===== src/rtl/srx_pkg.sv =====
package srx_pkg;
   localparam int unsigned DATA_MAX = 8;

   typedef enum logic [2:0] {
      ST_WAIT_IDLE,
      ST_HUNT,
      ST_START,
      ST_DATA,
      ST_PAR,
      ST_STOP
   } rx_state_e;

   typedef struct packed {
      logic [DATA_MAX-1:0] data;
      logic                frame_err;
      logic                par_err;
   } rx_char_t;

   // parity bit a correct sender would place after the data
   function automatic logic par_expect(logic [DATA_MAX-1:0] d, logic odd);
      return (^d) ^ odd;
   endfunction
endpackage


===== src/rtl/srx_sync.sv =====
module srx_sync #(
   parameter int unsigned STAGES = 2
) (
   input  logic clk,
   input  logic rst_n,
   input  logic din,
   output logic dout
);
   generate
      if (STAGES < 2) begin : g_bad_stages
         $error("srx_sync: STAGES must be at least 2");
      end
   endgenerate

   logic [STAGES-1:0] chain_q;

   always_ff @(posedge clk or negedge rst_n) begin
      if (!rst_n) chain_q <= '1;
      else        chain_q <= {chain_q[STAGES-2:0], din};
   end

   assign dout = chain_q[STAGES-1];
endmodule


===== src/rtl/srx_framer.sv =====
module srx_framer
   import srx_pkg::*;
#(
   parameter int unsigned OVERSAMPLE = 16
) (
   input  logic       clk,
   input  logic       rst_n,
   input  logic       tick,
   input  logic       line,
   input  logic [1:0] cfg_bits,
   input  logic       par_active,
   input  logic       par_odd,
   output logic       char_done,
   output rx_char_t   char_out
);
   localparam int unsigned CNT_W = $clog2(OVERSAMPLE);
   localparam int unsigned HALF  = OVERSAMPLE / 2;
   localparam logic [CNT_W-1:0] CNT_HALF = CNT_W'(HALF - 1);
   localparam logic [CNT_W-1:0] CNT_FULL = CNT_W'(OVERSAMPLE - 1);

   rx_state_e            state;
   logic [CNT_W-1:0]     cnt;
   logic [3:0]           bidx;
   logic [DATA_MAX-1:0]  shreg;
   logic                 par_bit;
   logic [3:0]           nbits;
   logic [DATA_MAX-1:0]  aligned;

   assign nbits   = 4'd5 + {2'b00, cfg_bits};
   assign aligned = shreg >> (4'd8 - nbits);

   always_ff @(posedge clk or negedge rst_n) begin
      if (!rst_n) begin
         state     <= ST_WAIT_IDLE;
         cnt       <= '0;
         bidx      <= '0;
         shreg     <= '0;
         par_bit   <= 1'b0;
         char_done <= 1'b0;
         char_out  <= '0;
      end else begin
         char_done <= 1'b0;
         unique case (state)
            ST_WAIT_IDLE: begin
               if (line) state <= ST_HUNT;
            end
            ST_HUNT: begin
               if (tick && !line) begin
                  state <= ST_START;
                  cnt   <= '0;
               end
            end
            ST_START: begin
               if (tick) begin
                  if (cnt == CNT_HALF) begin
                     cnt  <= '0;
                     bidx <= '0;
                     state <= line ? ST_HUNT : ST_DATA;
                  end else begin
                     cnt <= cnt + 1'b1;
                  end
               end
            end
            ST_DATA: begin
               if (tick) begin
                  if (cnt == CNT_FULL) begin
                     cnt   <= '0;
                     shreg <= {line, shreg[DATA_MAX-1:1]};
                     bidx  <= bidx + 1'b1;
                     if (bidx == nbits - 1'b1)
                        state <= par_active ? ST_PAR : ST_STOP;
                  end else begin
                     cnt <= cnt + 1'b1;
                  end
               end
            end
            ST_PAR: begin
               if (tick) begin
                  if (cnt == CNT_FULL) begin
                     cnt     <= '0;
                     par_bit <= line;
                     state   <= ST_STOP;
                  end else begin
                     cnt <= cnt + 1'b1;
                  end
               end
            end
            ST_STOP: begin
               if (tick) begin
                  if (cnt == CNT_FULL) begin
                     cnt                <= '0;
                     char_done          <= 1'b1;
                     char_out.data      <= aligned;
                     char_out.frame_err <= !line;
                     char_out.par_err   <= par_active &&
                                           (par_bit != par_expect(aligned, par_odd));
                     state              <= line ? ST_HUNT : ST_WAIT_IDLE;
                  end else begin
                     cnt <= cnt + 1'b1;
                  end
               end
            end
            default: state <= ST_WAIT_IDLE;
         endcase
      end
   end

   AST_START_LOW_AT_MID: assert property (@(posedge clk) disable iff (!rst_n)
      ($past(state) == ST_START && state == ST_DATA) |-> $past(!line));
   AST_BIDX_RANGE: assert property (@(posedge clk) disable iff (!rst_n)
      (state == ST_DATA) |-> (bidx < nbits));
   AST_IDLE_WAIT: assert property (@(posedge clk) disable iff (!rst_n)
      (state == ST_WAIT_IDLE && !line) |=> (state == ST_WAIT_IDLE));
endmodule


===== src/rtl/srx_break.sv =====
module srx_break
   import srx_pkg::*;
#(
   parameter int unsigned OVERSAMPLE = 16
) (
   input  logic       clk,
   input  logic       rst_n,
   input  logic       tick,
   input  logic       line,
   input  logic [1:0] cfg_bits,
   input  logic       par_active,
   input  logic       two_stop,
   input  logic       clr,
   output logic       brk
);
   localparam int unsigned MAX_TICKS = OVERSAMPLE * (DATA_MAX + 4);
   localparam int unsigned LW        = $clog2(MAX_TICKS + 1);

   logic [3:0]    frame_bits;
   logic [LW-1:0] thr;
   logic [LW-1:0] low_cnt;

   assign frame_bits = 4'd7 + {2'b00, cfg_bits} + {3'b000, par_active} + {3'b000, two_stop};
   assign thr        = LW'(int'(frame_bits) * OVERSAMPLE);

   always_ff @(posedge clk or negedge rst_n) begin
      if (!rst_n) begin
         low_cnt <= '0;
         brk     <= 1'b0;
      end else begin
         if (line)
            low_cnt <= '0;
         else if (tick && low_cnt != thr)
            low_cnt <= low_cnt + 1'b1;

         if (tick && !line && low_cnt == thr - 1'b1)
            brk <= 1'b1;
         else if (clr)
            brk <= 1'b0;
      end
   end

   AST_BRK_ON_LOW: assert property (@(posedge clk) disable iff (!rst_n)
      $rose(brk) |-> $past(!line));
   AST_BRK_HOLDS: assert property (@(posedge clk) disable iff (!rst_n)
      (brk && !clr) |=> brk);
endmodule


===== src/rtl/srx_holding.sv =====
module srx_holding
   import srx_pkg::*;
(
   input  logic                clk,
   input  logic                rst_n,
   input  logic                char_done,
   input  rx_char_t            char_in,
   input  logic                rd,
   input  logic                par_active,
   output logic [DATA_MAX-1:0] data,
   output logic                valid,
   output logic                fe,
   output logic                pe,
   output logic                ovr
);
   always_ff @(posedge clk or negedge rst_n) begin
      if (!rst_n) begin
         data  <= '0;
         valid <= 1'b0;
         fe    <= 1'b0;
         pe    <= 1'b0;
         ovr   <= 1'b0;
      end else if (char_done) begin
         data  <= char_in.data;
         fe    <= char_in.frame_err;
         pe    <= char_in.par_err;
         valid <= 1'b1;
         ovr   <= (ovr || valid) && !rd;
      end else if (rd) begin
         valid <= 1'b0;
         ovr   <= 1'b0;
      end
   end

   AST_DONE_SETS_VALID: assert property (@(posedge clk) disable iff (!rst_n)
      char_done |=> valid);
   AST_READ_CLEARS: assert property (@(posedge clk) disable iff (!rst_n)
      (rd && !char_done) |=> (!valid && !ovr));
   AST_OVR_STICKY: assert property (@(posedge clk) disable iff (!rst_n)
      (ovr && !rd) |=> ovr);
   AST_NO_PE_WITHOUT_PARITY: assert property (@(posedge clk) disable iff (!rst_n)
      (char_done && !par_active) |=> !pe);
endmodule


===== src/rtl/serial_rx_core.sv =====
module serial_rx_core
   import srx_pkg::*;
#(
   parameter int unsigned OVERSAMPLE  = 16,
   parameter int unsigned SYNC_STAGES = 2,
   parameter bit          PARITY_EN   = 1'b1
) (
   input  logic                clk,
   input  logic                rst_n,
   input  logic                tick16,
   input  logic                rxd,
   input  logic [1:0]          cfg_bits,
   input  logic [1:0]          cfg_par,
   input  logic                cfg_two_stop,
   input  logic                rd_strobe,
   output logic [DATA_MAX-1:0] rx_data,
   output logic                rx_valid,
   output logic                err_frame,
   output logic                err_parity,
   output logic                err_overrun,
   output logic                brk_det
);
   generate
      if (OVERSAMPLE < 4 || (OVERSAMPLE % 2) != 0) begin : g_bad_osr
         $error("serial_rx_core: OVERSAMPLE must be even and at least 4");
      end
   endgenerate

   logic     line_s;
   logic     par_active;
   logic     par_odd;
   logic     char_done;
   rx_char_t char_w;

   generate
      if (PARITY_EN) begin : g_par
         assign par_active = (cfg_par == 2'b01) || (cfg_par == 2'b10);
         assign par_odd    = (cfg_par == 2'b01);
      end else begin : g_nopar
         logic unused_par_cfg;
         assign unused_par_cfg = ^cfg_par;
         assign par_active     = 1'b0;
         assign par_odd        = 1'b0;
      end
   endgenerate

   srx_sync #(.STAGES(SYNC_STAGES)) u_sync (
      .clk  (clk),
      .rst_n(rst_n),
      .din  (rxd),
      .dout (line_s)
   );

   srx_framer #(.OVERSAMPLE(OVERSAMPLE)) u_framer (
      .clk       (clk),
      .rst_n     (rst_n),
      .tick      (tick16),
      .line      (line_s),
      .cfg_bits  (cfg_bits),
      .par_active(par_active),
      .par_odd   (par_odd),
      .char_done (char_done),
      .char_out  (char_w)
   );

   srx_break #(.OVERSAMPLE(OVERSAMPLE)) u_break (
      .clk       (clk),
      .rst_n     (rst_n),
      .tick      (tick16),
      .line      (line_s),
      .cfg_bits  (cfg_bits),
      .par_active(par_active),
      .two_stop  (cfg_two_stop),
      .clr       (rd_strobe),
      .brk       (brk_det)
   );

   srx_holding u_hold (
      .clk       (clk),
      .rst_n     (rst_n),
      .char_done (char_done),
      .char_in   (char_w),
      .rd        (rd_strobe),
      .par_active(par_active),
      .data      (rx_data),
      .valid     (rx_valid),
      .fe        (err_frame),
      .pe        (err_parity),
      .ovr       (err_overrun)
   );

   AST_PE_NEEDS_MODE: assert property (@(posedge clk) disable iff (!rst_n)
      $rose(err_parity) |-> $past(par_active));
endmodule


===== config.mk =====
export PLATFORM = sky130hd
export DESIGN_NAME = serial_rx_core
export DESIGN_NICKNAME = d
export VERILOG_FILES = /design/src/rtl/srx_pkg.sv /design/src/rtl/srx_sync.sv /design/src/rtl/srx_framer.sv /design/src/rtl/srx_break.sv /design/src/rtl/srx_holding.sv /design/src/rtl/serial_rx_core.sv
export SDC_FILE = /design/constraint.sdc
export NUM_CORES = 1
export LEC_CHECK = 0
export BUFFER_PORTS_ARGS = -buffer_cell sky130_fd_sc_hd__buf_2
export CORE_AREA = 5 5 79 81
export CTS_CLUSTER_SIZE = 40
export DETAILED_ROUTE_END_ITERATION = 16
export DIE_AREA = 0 0 84 86
export HOLD_SLACK_MARGIN = 0.06
export PLACE_DENSITY = 0.78
export REMOVE_ABC_BUFFERS = 1
export SLEW_MARGIN = 20
export SYNTH_ARGS = -nofsm -noshare
export SYNTH_HDL_FRONTEND = slang
export SYNTH_SLANG_ARGS = --single-unit

===== constraint.sdc =====
create_clock -name clk -period 4.2 [get_ports clk]
set_input_delay 1.05 -clock clk [delete_from_list [all_inputs] [get_ports clk]]
set_output_delay 1.05 -clock clk [all_outputs]
set_load 0.02 [all_outputs]

* Yosys cells after proc, flatten, opt, wreduce, memory -nomap -nowiden *
Cells that the tools add are included.

word-level totals
  word-level logic and storage cells = 112
  output and inout port bits = 13
  flip-flop bits (word level) = 54
  input port bits = 10

cells by class
  eq/ne operators = 25
  multiplexer cells = 35
  bitwise logic cells = 1
  add/sub/neg operators = 10
  reduce and logical (&&, ||, !) cells = 23
  shift operators = 1

operator list
  kind                   count
  $mux W4                9
  $mux W3                11
  $pmux W3 S6            1
  $mux W8                2
  $ne A2 B1 Y1 const B   7
  $pmux W4 S3            1
  $reduce_and A11 Y1     1
  $ne A2 B2 Y1 const B   5
  $mux W1                9
  $reduce_and A3 Y1      3
  $add A3 B2 Y4 const A  2
  $add A4 B1 Y4          2
  $add A4 B1 Y4 const B  2
  $add A8 B1 Y8 const B  1
  $eq A8 B8 Y1           1
  $ne A8 B8 Y1           1
  $pmux W4 S2            1
  $reduce_bool A2 Y1     4
  $reduce_xor A8 Y1      1
  $shr A8 B4 Y8          1
  $sub A8 B1 Y8 const B  1
  $eq A3 B2 Y1 const B   2
  $eq A3 B3 Y1 const B   2
  $logic_and A1 B1 Y1    5
  18 further kinds       20

* Depth between registers and ports, before layout *
Gate-level depths: netlist (run 1).

  depth in word-level cells = 8
  gate-level depth with buffers = 12
  gate-level depth less buffers = 12

* By module *
Synthesis (run 1) repeated with hierarchy kept, for this count alone.

second synthesis, totals
  cells, all modules = 301
  area, all modules = 3,171.8 um2

modules (own cells, without submodules)
  module          seq. area each (um2)  times used  area each (um2)  cells an instance
  srx_framer      775.7                 1           1,900.6          191
  srx_break       225.2                 1           723.2            78
  srx_holding     300.3                 1           475.5            27
  srx_sync        52.6                  1           52.6             2
  serial_rx_core  0.0                   1           20.0             3

* Worst setup path before layout (run 1) *
Ideal clock, no wire load.

  path kind = in2reg
  from = input cfg_bits[0]
  to = register u_break.low_cnt[6]
  required time = 4.122 ns
  slack = 0.532 ns
  stages on the path = 12
  path buffers = 1
  data arrival time = 3.590 ns
  setup time = 0.078 ns
  cell sequence = clkbuf_1 inv_1 ha_1 inv_1 ha_1 inv_1 fa_1 xor2_1 xor2_1 o31ai_1 or4_1 a21oi_1

on the way
  longest elaborated chain between the ends = 6

RTL lines
  item                          RTL line              RTL
  start: declaration            serial_rx_core.sv:12  input logic [1:0] cfg_bits,
  $add A3 B2 Y4                 srx_break.sv:23       assign frame_bits = 4'd7 + {2'b00, cfg_bits} + {3'b000, par_active} + {3'b000, two_stop};
  $add A4 B1 Y4 (2 in series)   srx_break.sv:23
  $ne A8 B8 Y1                  srx_break.sv:33       else if (tick && low_cnt != thr)
  $logic_and A1 B1 Y1           srx_break.sv:33
  $reduce_bool A2 Y1 (no line)  -
  end signal: assignment        srx_break.sv:34       low_cnt <= low_cnt + 1'b1;
  end: declaration              srx_break.sv:21       logic [LW-1:0] low_cnt;

Every way passes these cells.
A chain may end at the register's enable or synchronous reset.

* Worst setup path in the final report (run 1) *
  from = input cfg_par[0]
  to = register u_break.low_cnt[6]

on the way
  longest elaborated chain between the ends = 7
  elaborated cells on any way between the ends = 8
  those cells by class = 2 x add/sub; 3 x eq/ne; 3 x reduce/logical

RTL lines
  item                                                 RTL line              RTL
  start: declaration                                   serial_rx_core.sv:13  input logic [1:0] cfg_par,
  $eq A2 B1 Y1 / $eq A2 B2 Y1 (equally long branches)  serial_rx_core.sv:37  assign par_active = (cfg_par == 2'b01) || (cfg_par == 2'b10);
  $logic_or A1 B1 Y1 (*)                               serial_rx_core.sv:37
  $add A4 B1 Y4 (*) (2 in series)                      srx_break.sv:23
  $ne A8 B8 Y1 (*)                                     srx_break.sv:33
  $logic_and A1 B1 Y1 (*)                              srx_break.sv:33
  $reduce_bool A2 Y1 (no line) (*)                     -

Mark *: on every way between the ends. The rest lies on a longest branch, timed or not.

==> impl_results.md, run 1 <==
- Pins Over Slew Limit: 0
- Vias in the first global route: 2,007
- Starting Density: 0.547
- Post-Synth Adder-Cell Area: 0.0533
- Async set or reset register ratio after synthesis: 1.00
- Most frequent cells in the layout: dfrtp_1, mux2_2, nand2_1, buf_2, nor2_1
- CTS sink count: 54
- Die W: roughly 84 µm
- Worst relative slew slack: 0.447
- Multiplexer share of the synthesized area: 0.145
- Placer Congestion: 0.825
- Clk slew on worst S/H paths: 100 ps
- Inst Count DP: 352
- Max Clock Freq: 282 MHz
- Reg2Reg Depth: 4
- Area growth from synthesis to layout: 8.29%
- Fin cells: 360
- Post-synth EDFFs: 0
- XOR/XNOR share of the synthesized area: 0.0783
- Share of layout cells above drive strength 1: 0.212
- Worst Setup End Kind: flop
- CTS Buf Count: 5
- Post-synthesis cell type count: between 50 and 60
- GRT overflow: 0
- Setup TNS: 0 ps
- HPWL Detailed: 3690 µm
- CTS max path bufs: 2
- Die Area: 7220 µm²
- First-pass GRT wire length: 8950 µm
- Diodes inserted: 0
- Seq cells post-synth: 54
- Max-cap violations: 0
- Reg-to-reg slack, setup: 1890 ps
- Worst-Skew Late Latency: 310 ps
- CTS root buffer: clkbuf_8
- Worst Path Required: 4440 ps
- IO Pins: 23
- Core ar.: roughly 5400 µm²
- Cts repair resizes: 0
- Routed vias/inst: 5.63
- Crit Path Category: in -> reg
- Dpl cell area: a little over 3000 µm²
- Max VDD drop: about 0.00031 V
- I/O Buffers: 22
- Worst slew pin tran: 826 ps
- Final period utilization: 0.844
- Largest net degree at the start of global routing: 32
- Final Hold Fails: 0
- Post-CTS setup buffer count: 0
- FF+latch area: 1350 µm²
- Total Power: 1.49 mW
- Minimum clock period: approximately 3500 ps
- Remaining antenna violation count: 0
- Fillers: 458
- WP data arrival: 3780 ps
- Cell area after layout: 3200 µm²
- Initial antenna violation count: 0
- Routed wire length: 5010 µm
- Multi-input logic area: ~1500 µm²
- Largest family of logic cells by synthesized area: multiplexers
- GRT Total Usage: 0.148
- DRC: 0
- Unrepaired setup endpoints after global routing: false
- Via count: ~2.0k
- CTS tree: yes
- Commonest non-fill, non-tap cell in the layout: dfrtp_1
- Fin nets: 309
- DR WL/cell: 13.9 µm
- Worst-path fanout max: 4
- Initial DRC count: 60
- Power density cells: 464 nW/µm²
- H-tree Lvls: 2
- Pre-Repair DR Iteration Count: 6
- Post-route worst setup slack: 657 ps
- CP Launch Type: primary input
- Hold Path Cell Cnt: 0
- Top FF cell, synth: dfrtp_1
- Pleak: 1.54 nW
- Simple-Gate Fraction of Synth Area: 0.133
- # rows: 27
- Final setup violation count: 0
- Synth warn: 0
- Status: complete, no violations
- Seq/Total Area, Yosys: 0.458
- Die height: 86 µm
- Max Clock Skew: 7.20 ps
- Synth Instances: 270
- Mapped Area: 2960 µm²
- Synth Area in Compound Gates: 0.0982
- Post-CTS Hold Buffers: 0
- Dpl ws: 315 ps
- Mean post-synth cell area: roughly 11 µm²
- HP Class: reg -> reg
routing by layer:
metal	wire length, µm	up-vias	global-route usage
met2	2470	30	0.268
met1	2360	997	0.182
met3	154	4	0.0327
met5	0	-	0
li1	-	997	-
met4	22	0	0.0336
critical path, cell delays in order:
cell     delay [ps]
buf_2           100
ha_1            340
ha_1            290
inv_1            60
ha_1            150
inv_1            60
fa_1            370
xor2_1          210
xor2_1          270
o31ai_1         200
or4_1           530
a21oi_1         150
state kept, by name (all words and copies together), names as in the netlist:
register,cells
u_framer.cnt,4
u_framer.shreg,8
u_break.low_cnt,8
u_framer.bidx,4
u_hold.pe,1
u_hold.data,8
u_hold.ovr,1
u_hold.valid,1
u_framer.par_bit,1
u_sync.chain_q,2
u_hold.fe,1
u_framer.char_out,10
u_framer.state,3
u_break.brk,1
u_framer.char_done,1
synth_stat cells, types with 3 or more instances:
master / n / share of area
nand3_1: 8 / 0.014
clkbuf_1: 10 / 0.013
a21oi_1: 8 / 0.014
o31ai_1: 4 / 0.010
and2_1: 3 / 0.0063
nor3b_1: 3 / 0.0076
inv_1: 12 / 0.015
mux2_2: 24 / 0.091
nor2b_1: 8 / 0.017
dfrtp_1: 52 / 0.44
a22oi_1: 3 / 0.0076
xor2_1: 9 / 0.027
mux2i_1: 3 / 0.010
o21ai_0: 14 / 0.024
nand2_1: 22 / 0.028
nor3_1: 3 / 0.0051
and3_1: 4 / 0.0085
mux4_1: 4 / 0.036
xnor2_1: 13 / 0.039
nand4_1: 3 / 0.0063
nor2_1: 18 / 0.023
ha_1: 11 / 0.047
layout make-up:
class / instances / share of cell area
timing repair buffer: 23 / 0.0367
inverter: 12 / 0.0141
multi-input combinational: 191 / 0.469
clock buffer: 5 / 0.0215
tap: 72 / 0.0281
sequential: 54 / 0.423
clock inverter: 3 / 0.00821
stage by stage:
stage	hold WS, ps	utilization
after floorplan	345	-
after global placement	347	0.575
after detailed placement	348	0.575
after CTS	365	0.592
after global routing	369	0.592
final	356	0.592
cell families (layout without fill, tap and decap cells):
family,after synthesis,in the layout
simple gates,79,79
flops,54,54
mux,32,32
compound gates,44,44
fa+ha+maj,12,12
buf+inv,25,43
xor+xnor,24,24
power by group:
| part | leakage (nW) | internal [mW] | switching, mW | total, mW |
|---|---|---|---|---|
| Combinational | 0.774 | 0.255 | 0.228 | 0.483 |
| Sequential | 0.721 | 0.582 | 0.112 | 0.694 |
| Clock | 0.0491 | 0.123 | 0.185 | 0.308 |
| Total | 1.54 | 0.960 | 0.525 | 1.49 |
worst paths after layout:
| check | start | end |
|---|---|---|
| setup reg to reg | u_framer.state[1] | u_framer.shreg[7] |
| min in group asynchronous | rst_n | u_break.low_cnt[5] |
| setup / recovery | cfg_par[0] | u_break.low_cnt[6] |
| hold reg to reg | u_sync.chain_q[0] | u_sync.chain_q[1] |
| max in group asynchronous | rst_n | u_framer.shreg[7] |
| hold / removal | u_sync.chain_q[0] | u_sync.chain_q[1] |
(Power assumes the default switching activity.)
==> inputs of run 2 (changes only) <==
- clock period: 4.2 -> 3.65 ns (I/O delays scaled with it)
==> run 2 against run 1 <==
Utilization rose by 0.69 points; highest routed layer unchanged; via count stayed put; total power grew 16%; routed wire length is 6.4% higher; critical path depth increased by 1; combinational power rose by 18%; die area unchanged; worst hold slack better by 4.6 ps; critical endpoint is now u_break.low_cnt[0]; sequential power is 15% higher; setup slack worse by 380 ps; first-iteration DRC count grew 20%; largest cell class unchanged; sequential share of layout area decreased by 0.49 points; critical path type unchanged.
==> impl_results.md, run 2 (synthesis results as in run 1) <==
- Status: complete, no violations
- Post-CTS setup buffer count: 0
- Worst Hold Path EP: u_sync.chain_q[1]
- Max Clock Skew: 8.22 ps
- CTS root buffer: clkbuf_8
- CP Launch Type: primary input
- Gate power share: 0.331
- Worst slew pin tran: ~850 ps
- Area growth from synthesis to layout: 9.56%
- Max Clock Freq: 297 MHz
- First-pass GRT wire length: 9370 µm
- Reg-to-reg slack, setup: 1320 ps
- Routed wire length: 5340 µm
- CTS tree: yes
- Total Power: ~1.7 mW
- Slowest cell on crit path: fa_1
- Internal: 1.11 mW
- Post-CTS Hold Buffers: 0
- Cts repair resizes: 0
- Crit Path Category: in -> reg
- HPWL Detailed: roughly 3900 µm
- Die Area: approximately 7200 µm²
- Largest net degree at the start of global routing: 39
- Worst-path fanout max: 4
- Largest stage delay on the critical path: 530 ps
- DRC: 0
- Placer Congestion: between 0.8 and 0.9
- HP Class: reg -> reg
- Clock power frac: 0.205
- WP data arrival: 3560 ps
- CP delay by family, top: adder cells
- Max reg flops: 10
- I/O Buffers: 22
- Remaining antenna violation count: 0
- Most frequent cells in the layout: dfrtp_1, mux2_2, nand2_1, buf_2, nor2_1
- Routed vias/inst: between 5 and 6
- Cell area after layout: ~3200 µm²
- Largest Register: u_framer.char_out
- Reg2Reg Depth: 4
- FF-to-FF Start: u_framer.state[1]
- Via count: 2,028
- Final setup violation count: 0
- Pins Over Slew Limit: 0
- CP Cell Sequence: buf_2, ha_1, ha_1, inv_1, ha_1, inv_1, fa_1, xor2_1, nand4_1, o31ai_1, buf_4, xnor2_1, nor2_1
- Clk slew on worst S/H paths: 100 ps
- Worst Path Required: between 3000 and 4000 ps
- CP Buf/Inv Count: 4
- Final period utilization: 0.923
- Power density cells: 533 nW/µm²
- Worst relative slew slack: 0.434
- GRT Total Usage: 0.162
- Hold Path Cell Cnt: 0
- Die height: 86 µm
- Flop pwr share: 0.464
- Fillers: 443
- Crit Reg-Reg Endpoint: u_framer.shreg[4]
- Pleak: 1.57 nW
- # rows: 27
- Crit path top cell by count: ha_1
- Worst-Skew Late Latency: approximately 320 ps
- Core ar.: about 5400 µm²
- Fin nets: 314
- IO Pins: 23
- Switch share: 0.356
- Max VDD drop: around 0.00024 V
- Max-cap violations: 0
- H-tree Lvls: 2
- Worst Setup End Kind: flop
- Pre-Repair DR Iteration Count: 4
- Switching power: 614 µW
- Minimum clock period: 3370 ps
- Hold path start: u_sync.chain_q[0]
- CTS sink count: 54
- Starting Density: 0.547
- Final Hold Fails: 0
- Min Hold Slack: 360 ps
- Dpl cell area: 3140 µm²
- Initial DRC count: 72
- Vias in the first global route: 1,984
- CTS Buf Count: 5
- Commonest non-fill, non-tap cell in the layout: dfrtp_1
- GRT overflow: 0
- Die W: about 84 µm
- Initial antenna violation count: 0
- Diodes inserted: 0
- DR WL/cell: 14.6 µm
- CTS max path bufs: 2
- Unrepaired setup endpoints after global routing: false
- Share of layout cells above drive strength 1: 0.225
==> run 2: worst max-delay path by stage <==
stage / from / end / cells past startpoint
2_1_floorplan: cfg_par[1] / u_break.low_cnt[6] / 12
3_3_place_gp: cfg_par[0] / u_break.low_cnt[0] / 13
3_5_place_dp: cfg_par[0] / u_break.low_cnt[0] / 13
4_1_cts: cfg_par[0] / u_break.low_cnt[0] / 13
5_1_grt: cfg_par[0] / u_break.low_cnt[0] / 13
6_report: cfg_par[0] / u_break.low_cnt[0] / 13
==> run 2: per-stage QoR <==
| stage | utilization | setup WS, ps | TNS, ps | cells |
|---|---|---|---|---|
| floorplan | - | 203 | 0 | 257 |
| global placement | 0.582 | 21.7 | 0 | 357 |
| detailed placement | 0.582 | -63.4 | -77.5 | 357 |
| CTS | 0.599 | 267 | 0 | 365 |
| global route | 0.599 | 129 | 0 | 365 |
| finish | 0.599 | 282 | 0 | 365 |
==> run 2: power groups by stage <==
stage               registers [mW]  clock network (mW)  logic, mW
floorplan                    0.773                   0      0.465
global placement             0.801                   0      0.550
detailed placement           0.809                   0      0.573
CTS                          0.798               0.369      0.576
global route                 0.820               0.392      0.642
finish                       0.801               0.354      0.571
==> run 2: area by class of cell <==
class / instances / area, µm² / area share
Timing Repair Buffer: 28 / 155 / 0.0479
Clock buffer: 5 / 68.8 / 0.0212
Sequential cell: 54 / 1350 / 0.418
Multi-Input combinational cell: 191 / 1500 / 0.463
Tap cell: 72 / 90.1 / 0.0278
Inverter: 12 / 45.0 / 0.0139
Clock inverter: 3 / 26.3 / 0.00811
==> run 2: metal layers <==
| metal | vias up | GRT usage | wire length, µm |
|---|---|---|---|
| li1 | 1001 | - | - |
| met2 | 35 | 0.281 | 2650 |
| met1 | 985 | 0.198 | 2380 |
| met4 | 0 | 0.0658 | 97 |
| met3 | 7 | 0.0327 | 204 |
| met5 | - | 0 | 0 |
==> inputs of run 3 (changes only) <==
- ABC_AREA: default -> 1
- CORE_AREA: 5 5 79 81 -> 5 5 82 84
- DIE_AREA: 0 0 84 86 -> 0 0 87 89
- PLACE_DENSITY: 0.78 -> 0.77
==> run 3 against run 2 <==
Critical path depth grew 4; cell count increased by 46%; setup slack gained 260 ps; register-to-register slack improved by 600 ps; clock power decreased by 5%; routed wire length increased by 15%; largest cell class unchanged.
==> impl_results.md, run 3 <==
- Status: complete, no violations
- CP delay by family, top: adder cells
- Vias in the first global route: between 2k and 3k
- Final Hold Fails: 0
- Initial DRC count: 105
- Mean post-synth cell area: 7.35 µm²
- Max Clock Freq: 322 MHz
- Yosys top cell by area: dfrtp_1
- FF+latch area: 1350 µm²
- Multi-input logic area: 1560 µm²
- Unrepaired setup endpoints after global routing: false
- Synth warn: 0
- Pleak: 1.84 nW
- Fillers: 534
- Routed vias/inst: 5.07
- Hold path start: u_sync.chain_q[0]
- Worst-path fanout max: 5
- DR WL/cell: approximately 11 µm
- CTS root buffer: clkbuf_8
- FF-to-FF Start: u_framer.cnt[0]
- Final setup violation count: 0
- Worst Setup End Kind: flop
- Max reg flops: 10
- Worst relative slew slack: 0.698
- Clk slew on worst S/H paths: 100 ps
- Starting Density: 0.548
- Mapped Area: 3210 µm²
- Share of layout cells above drive strength 1: 0.114
- Cell area after layout: 3430 µm²
- CTS tree: yes
- Fin nets: about 480
- Crit Reg-Reg Endpoint: u_framer.char_out[0]
- IO Pins: 23
- Async set or reset register ratio after synthesis: 1.00
- CP Launch Type: primary input
- Post-CTS setup buffer count: 0
- Largest Register: u_framer.char_out
- Reg2Reg Depth: 9
- Reg-to-reg slack, setup: 1920 ps
- Placer Congestion: between 0.8 and 0.9
- Commonest non-fill, non-tap cell in the layout: nand2_1
- Routed wire length: just over 6000 µm
- Power density cells: 409 nW/µm²
- Metal3 WL: 201 µm
- Seq/Total Area, Yosys: 0.422
- # rows: 28
- CTS sink count: 54
- Crit path top cell by count: nand2_1
- Synth Instances: about 440
- Seq cells post-synth: 54
- Die height: ~90 µm
- Post-synth EDFFs: 0
- Crit Path Category: in -> reg
- Top FF cell, synth: dfrtp_1
- Top-area cell type share of the netlist area: 0.406
- Die Area: 7740 µm²
- Remaining antenna violation count: 0
- Synth top cells by count: nand2_1, dfrtp_1, inv_1
- Largest cells by area after synthesis: dfrtp_1, nand2_1, inv_1
- GRT Total Usage: 0.172
- CP Cell Sequence: buf_2, ha_1, ha_1, inv_1, ha_1, inv_1, fa_1, xor2_1, nand2_1, nor2_1, nand3_2, nand2_1, inv_2, nand2_1, nand2_1, nand2_1, nor2_1
- WP data arrival: roughly 3300 ps
- Hold Path Cell Cnt: 0
- Largest stage delay on the critical path: 550 ps
- Worst Path Required: about 3900 ps
- Minimum clock period: slightly above 3000 ps
- CTS max path bufs: 2
- Pre-Repair DR Iteration Count: 4
- Setup TNS: 0 ps
- Initial antenna violation count: 0
- CTS Buf Count: 5
- Top sig layer: met4
- Area growth from synthesis to layout: 6.91%
- Most frequent cells in the layout: nand2_1, dfrtp_1, inv_1
- Dpl cell area: approximately 3300 µm²
- Routed wl met2: 2900 µm
- Met1 wire length: about 3000 µm
- Worst-Skew Late Latency: 310 ps
- Die W: 87 µm
- Max Clock Skew: 8.35 ps
- Max VDD drop: 0.000281 V
- Post-CTS Hold Buffers: 0
- GRT overflow: 0
- HP Class: reg -> reg
- HPWL Detailed: 4700 µm
- I/O Buffers: 22
- Final period utilization: 0.851
- Core ar.: 5850 µm²
- Via count: 2,699
- Slowest cell on crit path: fa_1
- Post-synthesis cell type count: 32
- Total Power: around 1.4 mW
- Max-cap violations: 0
- First-pass GRT wire length: ~11,000 µm
- Min Hold Slack: 361 ps
- Dominant cell by count in the synthesized netlist: nand2_1
- Worst slew pin tran: 453 ps
- Pins Over Slew Limit: 0
- Worst Hold Path EP: u_sync.chain_q[1]
- Cts repair resizes: 0
- Largest net degree at the start of global routing: 38
- CP Buf/Inv Count: 4
- Final core occ: 0.586
- Diodes inserted: 0
- DRC: 0
- H-tree Lvls: 2
==> run 3: cell types whose count changed in the layout (fill, tap and decap cells not counted), sizes merged, moves of 6 or more <==
cell / delta
nand2: +156
inv: +37
mux2: -24
nand3: +23
o21ai: +20
xnor2: -11
nor2b: -8
a21oi: +6
nor2: +6
==> run 3: cell families after synthesis <==
| group | count (synthesis) | share of synthesized area |
|---|---|---|
| AO/OA/AOI/OAI | 53 | 0.0890 |
| buffers and inverters | 63 | 0.0898 |
| XOR/XNOR | 15 | 0.0410 |
| adder cells (fa/ha/maj) | 12 | 0.0492 |
| flip-flops | 54 | 0.422 |
| AND/OR/NAND/NOR | 239 | 0.309 |
==> run 3: metal layers <==
layer / global-route usage / vias to the layer above
met5: 0 / -
met2: 0.295 / 41
met1: 0.222 / 1241
met3: 0.0286 / 8
li1: - / 1409
met4: 0.0552 / 0
==> run 3: layout make-up <==
class / instances / share of cell area
Tap cell: 75 / 0.0274
Sequential cell: 54 / 0.395
Multi-Input combinational cell: 319 / 0.456
Inverter: 52 / 0.0584
Clock buffer: 5 / 0.0201
Clock inverter: 3 / 0.00621
Timing Repair Buffer: 24 / 0.0365
==> run 3: worst max path at each step <==
stage	start	endpoint	slack [ps]	cells after the start
after floorplan	cfg_par[1]	u_break.low_cnt[3]	510	17
after global routing	cfg_par[1]	u_break.low_cnt[5]	340	15
after detailed placement	cfg_par[0]	u_break.low_cnt[3]	230	17
final	cfg_par[0]	u_break.low_cnt[3]	550	17
after CTS	cfg_par[0]	u_break.low_cnt[3]	560	17
after global placement	cfg_par[0]	u_break.low_cnt[3]	350	17
==> run 3: power by group <==
group	total, mW	switching, mW	leakage (nW)	internal [mW]
clock	0.335	0.199	0.0441	0.135
sequential	0.675	0.0413	0.740	0.634
combinational	0.393	0.262	1.06	0.131
total	1.40	0.503	1.84	0.900
==> run 3: metrics by stage <==
step / setup slack [ps] / cells
6_report: 546 / 532
3_3_place_gp: 345 / 524
3_5_place_dp: 229 / 524
2_1_floorplan: 511 / 425
4_1_cts: 558 / 532
5_1_grt: 341 / 532
